[src/rtl/msr_pkg.sv]
package msr_pkg;
  localparam int XLEN      = 32;
  localparam int FIELD_W   = 8;
  localparam int NFIELDS   = XLEN / FIELD_W;
  localparam int MODE_W    = 5;
  localparam int NBANKS    = 6;
  localparam int BANK_IDX_W = $clog2(NBANKS);

  typedef enum logic [MODE_W-1:0] {
    MODE_FIQ = 5'h11,
    MODE_IRQ = 5'h12,
    MODE_SVC = 5'h13,
    MODE_ABT = 5'h17,
    MODE_UND = 5'h1B,
    MODE_SYS = 5'h1F
  } cpu_mode_e;

  typedef logic [BANK_IDX_W-1:0] bank_idx_t;

  localparam bank_idx_t BANK_FIQ = 3'd0;
  localparam bank_idx_t BANK_IRQ = 3'd1;
  localparam bank_idx_t BANK_SVC = 3'd2;
  localparam bank_idx_t BANK_ABT = 3'd3;
  localparam bank_idx_t BANK_UND = 3'd4;
  localparam bank_idx_t BANK_SYS = 3'd5;

  localparam int IRQ_BIT = 7;
  localparam int FIQ_BIT = 6;
endpackage

[src/rtl/psr_field_merge.sv]
module psr_field_merge
  import msr_pkg::*;
#(
  parameter int FW = FIELD_W,
  parameter int NF = NFIELDS,
  parameter int IW = 8,
  localparam int W = FW * NF
) (
  input  logic [W-1:0]  cur_word,
  input  logic [NF-1:0] field_sel,
  input  logic          use_imm,
  input  logic [IW-1:0] imm_val,
  input  logic [W-1:0]  reg_val,
  output logic [W-1:0]  next_word
);
  logic [W-1:0] src_word;

  always_comb begin
    if (use_imm) src_word = {{(W-IW){1'b0}}, imm_val};
    else         src_word = reg_val;
  end

  for (genvar f = 0; f < NF; f++) begin : g_field
    assign next_word[f*FW +: FW] = field_sel[f] ? src_word[f*FW +: FW]
                                                : cur_word[f*FW +: FW];
  end
endmodule

[src/rtl/mode_decoder.sv]
module mode_decoder
  import msr_pkg::*;
(
  input  logic [MODE_W-1:0] mode_bits,
  output bank_idx_t         bank_sel,
  output logic              known
);
  always_comb begin
    known    = 1'b1;
    bank_sel = BANK_SYS;
    case (mode_bits)
      MODE_FIQ: bank_sel = BANK_FIQ;
      MODE_IRQ: bank_sel = BANK_IRQ;
      MODE_SVC: bank_sel = BANK_SVC;
      MODE_ABT: bank_sel = BANK_ABT;
      MODE_UND: bank_sel = BANK_UND;
      MODE_SYS: bank_sel = BANK_SYS;
      default: begin
        known    = 1'b0;
        bank_sel = BANK_SYS;
      end
    endcase
  end
endmodule

[src/rtl/sp_bank_file.sv]
module sp_bank_file
  import msr_pkg::*;
#(
  parameter int DW = XLEN,
  parameter int NB = NBANKS
) (
  input  logic            clk,
  input  logic            rst_n,
  input  logic            wr_en,
  input  bank_idx_t       sel,
  input  logic [DW-1:0]   wr_data,
  output logic [DW-1:0]   rd_data
);
  logic [DW-1:0] bank_q [NB];

  for (genvar b = 0; b < NB; b++) begin : g_bank
    always_ff @(posedge clk or negedge rst_n) begin
      if (!rst_n)                                    bank_q[b] <= '0;
      else if (wr_en && (sel == bank_idx_t'(b)))     bank_q[b] <= wr_data;
    end
  end

  always_comb begin
    rd_data = '0;
    for (int b = 0; b < NB; b++) begin
      if (sel == bank_idx_t'(b)) rd_data = bank_q[b];
    end
  end
endmodule

[src/rtl/mode_bank_status.sv]
module mode_bank_status
  import msr_pkg::*;
#(
  parameter logic [31:0] RESET_WORD = 32'h0000_00D3
) (
  input  logic        clk,
  input  logic        rst_n,
  input  logic        psr_wr_en,
  input  logic [3:0]  psr_field_mask,
  input  logic        psr_src_is_imm,
  input  logic [7:0]  psr_imm,
  input  logic [31:0] psr_reg,
  input  logic        sp_wr_en,
  input  logic [31:0] sp_wr_data,
  output logic [31:0] psr_q,
  output logic [31:0] sp_active,
  output logic        irq_masked,
  output logic        fiq_masked,
  output logic        mode_valid
);
  logic [XLEN-1:0] word_q;
  logic [XLEN-1:0] word_next;
  bank_idx_t       cur_bank;
  logic            cur_known;

  psr_field_merge #(.FW(FIELD_W), .NF(NFIELDS), .IW(8)) u_merge (
    .cur_word  (word_q),
    .field_sel (psr_field_mask),
    .use_imm   (psr_src_is_imm),
    .imm_val   (psr_imm),
    .reg_val   (psr_reg),
    .next_word (word_next)
  );

  always_ff @(posedge clk or negedge rst_n) begin
    if (!rst_n)         word_q <= RESET_WORD;
    else if (psr_wr_en) word_q <= word_next;
  end

  // Decode uses the registered word, so a same-cycle SP write sees the old mode.
  mode_decoder u_dec (
    .mode_bits (word_q[MODE_W-1:0]),
    .bank_sel  (cur_bank),
    .known     (cur_known)
  );

  sp_bank_file #(.DW(XLEN), .NB(NBANKS)) u_banks (
    .clk     (clk),
    .rst_n   (rst_n),
    .wr_en   (sp_wr_en),
    .sel     (cur_bank),
    .wr_data (sp_wr_data),
    .rd_data (sp_active)
  );

  assign psr_q      = word_q;
  assign irq_masked = word_q[IRQ_BIT];
  assign fiq_masked = word_q[FIQ_BIT];
  assign mode_valid = cur_known;
endmodule

[config.mk]
export PLATFORM = sky130hd
export DESIGN_NAME = mode_bank_status
export DESIGN_NICKNAME = d
export VERILOG_FILES = /design/src/rtl/msr_pkg.sv /design/src/rtl/psr_field_merge.sv /design/src/rtl/mode_decoder.sv /design/src/rtl/sp_bank_file.sv /design/src/rtl/mode_bank_status.sv
export SDC_FILE = /design/constraint.sdc
export NUM_CORES = 1
export LEC_CHECK = 0
export ABC_AREA = 1
export BUFFER_PORTS_ARGS = -buffer_cell sky130_fd_sc_hd__buf_2
export CORE_ASPECT_RATIO = 0.8
export CORE_MARGIN = 2
export CORE_UTILIZATION = 45
export CTS_CLUSTER_DIAMETER = 150
export CTS_CLUSTER_SIZE = 20
export DETAILED_ROUTE_END_ITERATION = 16
export GPL_TIMING_DRIVEN = 0
export HOLD_SLACK_MARGIN = 0.02
export PLACE_DENSITY_LB_ADDON = 0.3
export SYNTH_ARGS = -nofsm -noshare
export SYNTH_HDL_FRONTEND = slang
export SYNTH_HIERARCHICAL = 1
export SYNTH_SLANG_ARGS = --single-unit
[constraint.sdc]
create_clock -name clk -period 1.8 [get_ports clk]
set_input_delay 0.09 -clock clk [delete_from_list [all_inputs] [get_ports clk]]
set_output_delay 0.09 -clock clk [all_outputs]
set_load 0.01 [all_outputs]
# [Word-level counts from Yosys, hierarchy flattened]
# Cells that the tools add are included.
[classes] eq_ne=11 addsub=0 n_bitwise=0 n_lt_le_gt_ge=0 muxes=9 mul=0 div_mod_pow=0 shift=0 reduce_logical=12
[op_table] op="$mux W32" n=7
[op_table] op="$eq A5 B5 Y1 const B" n=6
[op_table] op="$pmux W3 S5" n=1
[op_table] op="$reduce_and A2 Y1" n=4
[op_table] op="$eq A3 B2 Y1 const B" n=2
[op_table] op="$eq A3 B3 Y1 const B" n=2
[op_table] op="$logic_and A1 B1 Y1" n=6
[op_table] op="$reduce_or A6 Y1" n=1
[op_table] op="$eq A3 B1 Y1 const B" n=1
[op_table] op="$logic_not A3 Y1" n=1
[op_table] op="$mux W1" n=1
[totals] latch_bits=0 mem_count=0 romBits=0 wordCells=42 ff_bits=224 ramBits=0

# [Logic depth before layout (Yosys ltp)]
# Gate-level depths: netlist of the first run.
[depth] ltp_word=9 mapped_depth=13 ltp_nobuf=12

# [Cells and area by module]
# Netlist of the first run, hierarchy kept.
[by_module_without_submodules] mod="sp_bank_file" cells_each=1011 area_per_inst_um2=8425.6 instances=1 seq_area_each_um2=4804.6
[by_module_without_submodules] mod="mode_bank_status" cells_each=138 area_per_inst_um2=1313.8 instances=1 seq_area_each_um2=807.0
[by_module_without_submodules] mod="psr_field_merge" cells_each=141 area_per_inst_um2=650.6 instances=1 seq_area_each_um2=0.0
[by_module_without_submodules] mod="mode_decoder" cells_each=27 area_per_inst_um2=112.6 instances=1 seq_area_each_um2=0.0

# [Least setup slack after synthesis of the first run]
# No wires, ideal clock.
[synth_path] path_type="reg2out" startpoint="register word_q[1], in the netlist psr_q[1]" endpoint="output port sp_active[10]" path_buffers=1 t_arrival_ns=1.913 path_stages_with_launch=11 required_time_ns=1.710 slack_ns=-0.203 cell_sequence="dfstp_2 inv_1 nand2_1 nand2_1 a21oi_1 inv_2 nand3_1 clkbuf_1 nor2_1 nor2_1 nand4_1"
[synth_via] elab_chain_len=9
[synth_rtl] item="start, declared" line="mode_bank_status.sv:21" text="logic [XLEN-1:0] word_q;"
[synth_rtl] item="start signal, assigned" line="mode_bank_status.sv:37" text="else if (psr_wr_en) word_q <= word_next;"
[synth_rtl] item="$eq A5 B5 Y1" line="mode_decoder.sv:11" text="case (mode_bits)"
[synth_rtl] item="$pmux W3 S5 *" line="mode_decoder.sv:11"
[synth_rtl] item="via cur_bank[2]" line="mode_bank_status.sv:23" text="bank_idx_t cur_bank;"
[synth_rtl] item="$logic_not A3 Y1" line="sp_bank_file.sv:26" text="if (sel == bank_idx_t'(b)) rd_data = bank_q[b];"
[synth_rtl] item="$mux W32 (5 in series)" line="sp_bank_file.sv:26"
[synth_rtl] item="$mux W32 *" line="sp_bank_file.sv:26"
[synth_rtl] item="end, declared" line="mode_bank_status.sv:16" text="output logic [31:0] sp_active,"
# Mark *: on every way through the listed nets, which the timed path passes. The rest lies on a longest branch.

# [Worst setup path in the final report of the first run]
[layout_path] startpoint="register word_q[1], in the netlist psr_q[1]" endpoint="output port sp_active[2]"
# Same word-level chain as after synthesis.

==> results of run 1 <==
[metrics by stage]
stage | TNS [ns] | total power, mW
floorplan | -11.42 | 8.67
global placement | -804.72 | 9.70
detailed placement | -84.43 | 9.82
CTS | -84.14 | 13.5
global route | -135.24 | 15.2
finish | -110.10 | 14.5
[worst paths after layout]
check | depth (start not counted) | slack [ns] | startpoint | to
min in group asynchronous | 2 | 0.23 | rst_n | u_banks/bank_q[71]
max in group asynchronous | 3 | 0.48 | rst_n | psr_q[2]
worst max register to register | 16 | -0.56 | psr_q[1] | u_banks/bank_q[30]
worst min-delay path | 5 | 0.02 | psr_field_mask[2] | psr_q[23]
worst max-delay path | 15 | -0.88 | psr_q[1] | sp_active[2]
worst min register to register | 2 | 0.49 | u_banks/bank_q[115] | u_banks/bank_q[115]
[flip-flops by register name, summed over array words and instances, names as in the netlist]
signal / count
u_banks/bank_q: 192
psr_q: 32
[layer usage]
metal  vias to the layer above  routed length, microns  track usage (%)
met1                      5092                   15000             36.4
li1                       4835                       -                -
met5                         -                       0                0
met4                         0                    1200             7.46
met3                        99                    3290             4.15
met2                       540                   16200             39.4
[synth_stat cells]
master	number	area, sq um
nor3_1	1	5.00
nand4_1	63	394
clkbuf_1	34	128
inv_8	1	11.3
a21oi_1	1	5.00
buf_1	7	26.3
nand2_2	20	125
clkinv_1	1	3.75
nor3_4	2	32.5
dfrtp_1	219	5480
inv_2	2	7.51
nand3_1	63	315
buf_4	6	45.0
nor2_1	69	259
o21ai_1	73	365
nand4_2	2	25.0
buf_12	1	20.0
inv_4	1	6.26
dfstp_2	5	131
nand3_2	7	70.1
o21ai_0	121	606
inv_1	90	338
nand2_1	489	1840
clkbuf_8	3	41.3
nor2_2	2	12.5
nor2_4	1	11.3
buf_6	6	67.6
buf_2	27	135
[layout make-up]
type | count | area, sq um
buffer | 84 | 1080
clock buffer | 18 | 387
clock inverter | 1 | 16.3
fill | 1792 | 7720
inverter | 95 | 375
multi-input combinational | 920 | 4730
sequential | 224 | 5610
tap | 306 | 383
timing repair buffer | 277 | 2380
[worst reg2reg max path: stages (launching register included)]
cell and delay [ns]:
dfstp_2 0.60, inv_2 0.07, nor2_4 0.11, nand3_2 0.08, nand2_1 0.06, inv_1 0.04
nand2_2 0.06, buf_8 0.16, inv_6 0.06, nor3_4 0.17, buf_6 0.18, buf_8 0.16
buf_12 0.12, nand2_8 0.07, buf_16 0.21, nand2_2 0.06, o21ai_2 0.04
[cells in the final DEF (no fill, tap or decap), drive strengths merged]
cell and n:
a21oi 1, nand3 72, dfstp 5, buf 250, dlygate4sd3 79, clkinv 1, nand2 513, inv 95
dfrtp 219, nand4 65, clkbuf 50, o21ai 194, nor2 72, nor3 3
[power by group through the flow]
stage	combinational [mW]	clock (mW)	sequential, mW
after floorplan	1.88	0	6.78
after global placement	2.84	0	6.86
after detailed placement	2.93	0	6.89
after CTS	3.37	3.32	6.79
after global routing	4.57	3.51	7.12
final	4.18	3.29	7.01
[timing repair]
item                                    4_1_cts  5_1_grt
hold buffers                                 79        0
resized for setup                           118      248
pin swaps                                     7       39
gates cloned                                  9       23
hold endpoints to repair                    324        0
endpoints found under the setup margin      224      225
setup buffers                                23        8
[cell families after synthesis]
logic type,count (synthesis),share of synthesized area [%]
AND/OR/NAND/NOR,719,29.4
flip-flops,224,53.4
AO/OA/AOI/OAI,195,9.29
buffers and inverters,179,7.90
==> flow_summary.ini, run 1 <==
[cells_and_area]
area_growth_pct = 42.5
layout.cells.non_filler = 1925
antennaDiodeCount = 0
drive_gt1_share_pct = 29.7
post-route-util_pct = 66.0
final_area_sq_um = 15000
nets = 1698

[sta]
final-hold-violation-count = 0
fin_crit_sh_pct = 149
slew_violations = 0
max_freq_mhz = 374
worst_slew_pin_slew_ns = 0.914
skew_ns = 0.0267
rsz0062_at_grt = yes
period_minus_slack_ns = 2.68
setup_viol = 224
hold-worst-slack_ns = 0.0248
timing.slew.headroom_pct = 39.1
setup_slack_ns = -0.875

[synthesis]
ys_warn_count = 6
seq_area_frac_synth_pct = 53.4
synth.distinct_cells = 28
synthCells = 1317
synth_area_sq_um = 10500
syn_nets = 1398
avgSynthCellArea_sq_um = 7.97
synth_seq_cells = 224

[detailed_routing]
drt_pass1_iterations = 6
drt_iter0_markers = 1119
wirelength_microns = 35600
wl_per_cell_microns = 18.5
vias = 10600
avgViaCountPerCell = 5.49
ant_nets = 0
drc = 0

[critical_path]
crit_chain = inv_2 -> nor2_4 -> nand3_2 -> nand2_1 -> inv_1 -> nand2_2 -> buf_8 -> nor2_4 -> buf_12 -> buf_6 -> nand3_1 -> nand2_1 -> nor2_1 -> nand4_1 -> buf_2
start_kind = flop
max_stage_delay_ns = 0.60
critical_path.top_delay_family = simple AND/OR/NAND/NOR gates
end_kind = primary output
worstSetupPathType = flop to primary output
worstPathMaxFanout = 9
critPathRequiredTime_ns = 1.71
path_buf_inv = 6
crit_slowest_cell = dfstp_2
crit_arrival_ns = 2.59

[die]
core_area_sq_um = 22700
io_pins = 148
row_count = 49
dieArea_sq_um = 24600
start_util_pct = 46.3
die_w_microns = 175
die_y_microns = 141

[grt]
grt_max_degree = 117
antenna_found_initial = 0
first_global_vias = 9496
grt_pass1_wl_microns = 50000
gr-usage-all-layers_pct = 25.2
gr-total-overflow = 0

[pwr]
p_sw_mw = 4.82
irDropWorstVdd_mv = 0.609
leakage_nw = 7.35
clkPwrFrac_pct = 22.7
power_frac_seq_pct = 48.4
power-per-cell-area_nw_per_um2 = 968
combPwrFrac_pct = 28.9
p_sw_share_pct = 33.3
p_int_mw = 9.66

[clock_tree]
cts-root-buf = clkbuf_16
insertion_delay_ns = 0.49
cts_buffers = 15
htree_levels = 1
clk_path_buf_depth = 3
cts.sinks = 224
cts_tree = yes
clk_pin_slew_ns = 0.10

[placed_design]
io_buffers = 140
dpl.hpwl_microns = 18900
gp_congestion = 0.823
pre_cts_ws_ns = -0.530
placed_cell_area_sq_um = 11800
dp_cells = 1764

[flow_run]
maxCapViolCount = 0

[status]
status = complete, but fails checks
violations = negative setup slack

[worst_hold_path]
hold_class = primary input to flop
Note: power is estimated with default switching activity, not from simulation.
==> run 2, diff against run 1 <==
==> constraint.sdc (replaced) <==
create_clock -name clk -period 1.8 [get_ports clk]
set_input_delay 0.27 -clock clk [delete_from_list [all_inputs] [get_ports clk]]
set_output_delay 0.27 -clock clk [all_outputs]
set_load 0.01 [all_outputs]
==> run 2 against run 1 <==
Against the previous run:
- the flow still finishes with violations (negative setup slack)
- non-clock buffer count is 96 lower
- combinational power shrank 18%
- clock skew is 0.017 ns lower
- die area unchanged
- sequential power fell by 3%
- largest cell class unchanged
==> flow_summary.ini, run 2 (same netlist as run 1, synthesis figures left out) <==
[critical_path]
crit_chain = inv_2 -> nand2_1 -> nand2_2 -> nand2_2 -> nand2_1 -> nand2_4 -> buf_6 -> inv_4 -> nor3_4 -> buf_6 -> buf_4 -> nand2_1 -> nand4_1 -> buf_2
crit_arrival_ns = 2.54
start_kind = flop
max_stage_delay_ns = 0.59
cpMostUsedCell = nand2_1
worstPathMaxFanout = 5
worstSetupPathType = flop to primary output
critPathRequiredTime_ns = 1.53
path_buf_inv = 6
critical_path.top_delay_family = simple AND/OR/NAND/NOR gates
end_kind = primary output
crit_slowest_cell = dfstp_2

[die]
start_util_pct = 46.3
die_y_microns = 141
row_count = 49
dieArea_sq_um = 24600
die_w_microns = 175
io_pins = 148
core_area_sq_um = 22700

[grt]
antenna_found_initial = 1
grt_max_degree = 122
met3_usage_pct = 3.02
gr-usage-all-layers_pct = 24.1
gr-usage-met2_pct = 37.5
grt_pass1_wl_microns = 48100
gr-total-overflow = 0
grt_busiest_layer = met2
gr-usage-met1_pct = 36.0
first_global_vias = 9091

[detailed_routing]
vias = 9719
drt_pass1_iterations = 5
ant_nets = 0
drt_iter0_markers = 871
wirelength_microns = 30500
avgViaCountPerCell = 5.32
wl_per_cell_microns = 16.7
drc = 0

[sta]
final-hold-violation-count = 0
setup_viol = 225
max_freq_mhz = 356
rsz0062_at_grt = yes
worst_slew_pin_slew_ns = 0.623
fin_crit_sh_pct = 156
slew_violations = 0
timing.slew.headroom_pct = 58.5
skew_ns = 0.00953
period_minus_slack_ns = 2.81
setup_slack_ns = -1.01

[worst_hold_path]
hold_class = primary input to flop

[status]
violations = negative setup slack
status = complete, but fails checks

[clock_tree]
cts.sinks = 224
cts-root-buf = clkbuf_16
clk_path_buf_depth = 3
clk_pin_slew_ns = 0.08
cts_tree = yes
insertion_delay_ns = 0.48
cts_buffers = 15
htree_levels = 1

[cells_and_area]
layout_commonest_cell = nand2_1
area_growth_pct = 25.7
largest_reg_flops = 192
antennaDiodeCount = 0
drive_gt1_share_pct = 24.6
regMostFlops = u_banks/bank_q
nets = 1598
final_cell_mix = 475 x nand2_1, 217 x dfrtp_1, 146 x buf_2
final_area_sq_um = 13200

[pwr]
combPwrFrac_pct = 25.2
leakage_nw = 6.68
p_sw_share_pct = 31.9
p_int_mw = 9.19
clkPwrFrac_pct = 24.3
power_mw = 13.5
irDropWorstVdd_mv = 0.593
power-per-cell-area_nw_per_um2 = 1020
p_sw_mw = 4.31
power_frac_seq_pct = 50.5

[flow_run]
maxCapViolCount = 0

[placed_design]
io_buffers = 140
gp_congestion = 0.822
placed_cell_area_sq_um = 11800
dpl.hpwl_microns = 19100
[run 2: cell types whose count changed in the layout (fill, tap and decap cells not counted), sizes merged]
cell / previous run / this run
buf: 250 / 235
clkbuf: 50 / 48
dlygate4sd3: 79 / 1
nand2: 513 / 511
nand3: 72 / 70
[run 2: worst paths after layout]
check                      startpoint             endpoint  slack [ns]  cells after the start
max reg2reg                  psr_q[0]  u_banks/bank_q[168]       -0.54                     13
min reg2reg                  psr_q[6]             psr_q[6]        0.48                      2
min in group asynchronous       rst_n    u_banks/bank_q[5]        0.44                      3
max                          psr_q[1]        sp_active[31]       -1.01                     14
max in group asynchronous       rst_n  u_banks/bank_q[153]        0.43                      4
min                         psr_wr_en            psr_q[30]        0.05                      3
[run 2: area by class of cell]
cell class	count	area (sq um)
tap	306	383
clock inverter	1	16.3
clock buffer	19	390
buffer	82	910
sequential	224	5610
fill	2021	9480
inverter	95	375
multi-input combinational	916	4300
timing repair buffer	183	1220
[run 2: timing repair]
action,4_1_cts,5_1_grt
hold buffers,1,0
gates cloned,5,6
pin swaps,7,26
resized for setup,84,109
setup buffers,21,13
endpoints found under the hold margin,115,0
endpoints found under the setup margin,225,225
[run 2: tightest hold or removal path, cell delays in order]
cell and delay (ns):
buf_6 0.12, nand2_1 0.06, nand2_1 0.04
[run 2: power groups by stage]
stage	clock network (mW)	registers (mW)	logic, mW
6_report	3.28	6.82	3.41
2_1_floorplan	0	6.78	1.91
3_5_place_dp	0	6.87	2.97
3_3_place_gp	0	6.85	2.86
5_1_grt	3.53	6.95	3.79
4_1_cts	3.36	6.78	3.18
[run 2: metal layers]
metal	up-vias	part of all wire [%]
met5	-	0.023
met4	2	3.1
met3	63	6.8
met2	353	44
met1	4691	46
li1	4610	-
[run 2: per-stage QoR]
| step | instances | hold slack, ns | utilization, % | setup TNS, ns | setup WS, ns |
|---|---|---|---|---|---|
| 6_report | 1826 | 0.0476 | 58.2 | -107.94 | -1.01 |
| 2_1_floorplan | 1317 | -0.0256 | - | -17.51 | -0.216 |
| 4_1_cts | 1811 | 0.0327 | 56.2 | -93.93 | -0.982 |
| 3_3_place_gp | 1763 | 0.465 | 51.9 | -871.27 | -3.53 |
| 3_5_place_dp | 1765 | 0.387 | 52.2 | -102.65 | -0.673 |
| 5_1_grt | 1826 | 0.0410 | 58.2 | -132.43 | -1.11 |
==> run 3, diff against run 2 <==
Clock period 1.8 ns to 2.45 ns, I/O delays scaled along.
==> run 3 against run 2 <==
Against the previous run:
- the run still ends with negative setup slack left
- hold slack better by 0.088 ns
- global-route usage up 0.082 points
- largest cell class unchanged
- total power down 28%
- clock power down 27%
- utilization down 2.5 points
- clock skew up 0.015 ns
- via count down 1.8%
- final cell count down 0.55%
- largest power group unchanged
- critical path depth unchanged
==> flow_summary.ini, run 3 (same netlist as run 1, synthesis figures left out) <==
[status]
status = complete, but fails checks
violations = negative setup slack

[pwr]
p_sw_share_pct = 31.8
power_frac_seq_pct = 51.4
clkPwrFrac_pct = 24.7
power-per-cell-area_nw_per_um2 = 772
combPwrFrac_pct = 24.0
p_int_mw = 6.65
leakage_nw = 6.43
p_sw_mw = 3.10
irDropWorstVdd_mv = 0.469

[grt]
antenna_found_initial = 1
gr-usage-all-layers_pct = 24.2
first_global_vias = 9049
gr-total-overflow = 0
grt_max_degree = 118
grt_pass1_wl_microns = 47800

[detailed_routing]
vias = 9544
drc = 0
wirelength_microns = 29800
ant_nets = 0
wl_per_cell_microns = 16.4
drt_iter0_markers = 864
drt_pass1_iterations = 5
avgViaCountPerCell = 5.26

[sta]
slew_violations = 0
final-hold-violation-count = 0
worst_slew_pin_slew_ns = 0.841
timing.slew.headroom_pct = 44.0
rsz0062_at_grt = yes
skew_ns = 0.0246
max_freq_mhz = 346
setup_viol = 32
period_minus_slack_ns = 2.89
fin_crit_sh_pct = 118
setup_slack_ns = -0.437

[critical_path]
crit_arrival_ns = 2.52
start_kind = flop
critPathRequiredTime_ns = 2.08
worstSetupPathType = flop to primary output
path_buf_inv = 5
crit_chain = buf_6 -> inv_2 -> nor2_1 -> o21ai_1 -> nand2_1 -> nand2_1 -> buf_6 -> nor2_4 -> buf_6 -> nand3_1 -> nand2_1 -> nor2_1 -> nand4_1 -> buf_2
max_stage_delay_ns = 0.59
worstPathMaxFanout = 10
end_kind = primary output
crit_slowest_cell = dfstp_2
critical_path.top_delay_family = simple AND/OR/NAND/NOR gates

[cells_and_area]
area_growth_pct = 20.3
multi_input_area_sq_um = 4130
post-route-util_pct = 55.7
regArea_sq_um = 5610
layout_commonest_cell = nand2_1
nets = 1587
largest_reg_flops = 192
regMostFlops = u_banks/bank_q
final_cell_mix = 486 x nand2_1, 217 x dfrtp_1, 156 x buf_2
drive_gt1_share_pct = 21.1
fillers = 2125

[clock_tree]
cts.sinks = 224
htree_levels = 1
cts_tree = yes
insertion_delay_ns = 0.48
clk_path_buf_depth = 3
cts-root-buf = clkbuf_16
clk_pin_slew_ns = 0.09
cts_buffers = 15

[flow_run]
maxCapViolCount = 0

[die]
dieArea_sq_um = 24600
row_count = 49
core_area_sq_um = 22700
die_y_microns = 141
start_util_pct = 46.3
die_w_microns = 175
io_pins = 148

[placed_design]
pre_cts_ws_ns = -0.470
io_buffers = 140
dpl.hpwl_microns = 19200
gp_congestion = 0.841

[worst_hold_path]
hold_class = primary input to flop
-- run 3: cell count changes in the layout (fill, tap and decap cells not counted), sizes merged --
cell    change
buf        -10
nand2       -2
clkbuf      +1
diode       +1
-- run 3: power by group through the flow --
stage | logic [mW] | registers (mW) | clock network (mW)
2_1_floorplan | 1.34 | 4.98 | 0
3_3_place_gp | 2.05 | 5.04 | 0
3_5_place_dp | 2.12 | 5.06 | 0
4_1_cts | 2.29 | 5.00 | 2.45
5_1_grt | 2.64 | 5.10 | 2.59
6_report | 2.34 | 5.01 | 2.41
-- run 3: final cells by class --
type,count,area share (%)
clock buffer,19,3.09
sequential,224,44.4
antenna,1,0.0198
clock inverter,1,0.129
buffer,83,5.50
timing repair buffer,173,8.16
multi-input combinational,914,32.7
inverter,95,2.97
tap,306,3.03
-- run 3: final timing paths --
| check | slack [ns] | cells past startpoint | from | endpoint |
|---|---|---|---|---|
| setup / recovery | -0.44 | 14 | psr_q[4] | sp_active[2] |
| hold / removal | 0.14 | 3 | psr_wr_en | psr_q[29] |
| hold reg to reg | 0.49 | 2 | u_banks/bank_q[114] | u_banks/bank_q[114] |
| min in group asynchronous | 0.51 | 2 | rst_n | u_banks/bank_q[38] |
| setup reg to reg | 0.05 | 13 | psr_q[4] | u_banks/bank_q[169] |
| max in group asynchronous | 0.86 | 3 | rst_n | psr_q[3] |
-- run 3: through the flow --
stage / power [mW] / instances / TNS, ns / area, sq um / hold WS, ns
finish: 9.75 / 1816 / -12.01 / 12600 / 0.136
global route: 10.3 / 1816 / -18.80 / 12600 / 0.140
CTS: 9.74 / 1807 / -12.80 / 12500 / 0.118
detailed placement: 7.17 / 1764 / -11.78 / 11600 / 0.473
global placement: 7.09 / 1763 / -661.06 / 11600 / 0.466
floorplan: 6.32 / 1317 / 0 / 10500 / 0.0719
-- run 3: layer usage --
| layer | up-vias | GRT usage, % | wire [microns] |
|---|---|---|---|
| met5 | - | 0 | 0 |
| met4 | 0 | 6.62 | 793 |
| met3 | 50 | 3.80 | 2060 |
| met2 | 311 | 37.5 | 13400 |
| met1 | 4590 | 35.4 | 13600 |
| li1 | 4593 | - | - |
-- run 3: worst register-to-register path, stage by stage (launching register included) --
cell	delay [ns]
dfstp_2	0.59
buf_6	0.12
inv_2	0.03
nor2_1	0.09
o21ai_1	0.08
nand2_1	0.07
nand2_1	0.06
buf_6	0.15
nor2_4	0.19
buf_4	0.15
nand3_2	0.17
clkbuf_1	0.35
nand2_1	0.15
o21ai_0	0.08
-- run 3: what timing repair did --
item / CTS / global route
resized for setup: 84 / 62
cloned: 4 / 0
hold buffers: 1 / 0
setup endpoints to repair: 61 / 132
pin swaps: 9 / 13
setup buffers: 18 / 9
endpoints found under the hold margin: 107 / 0
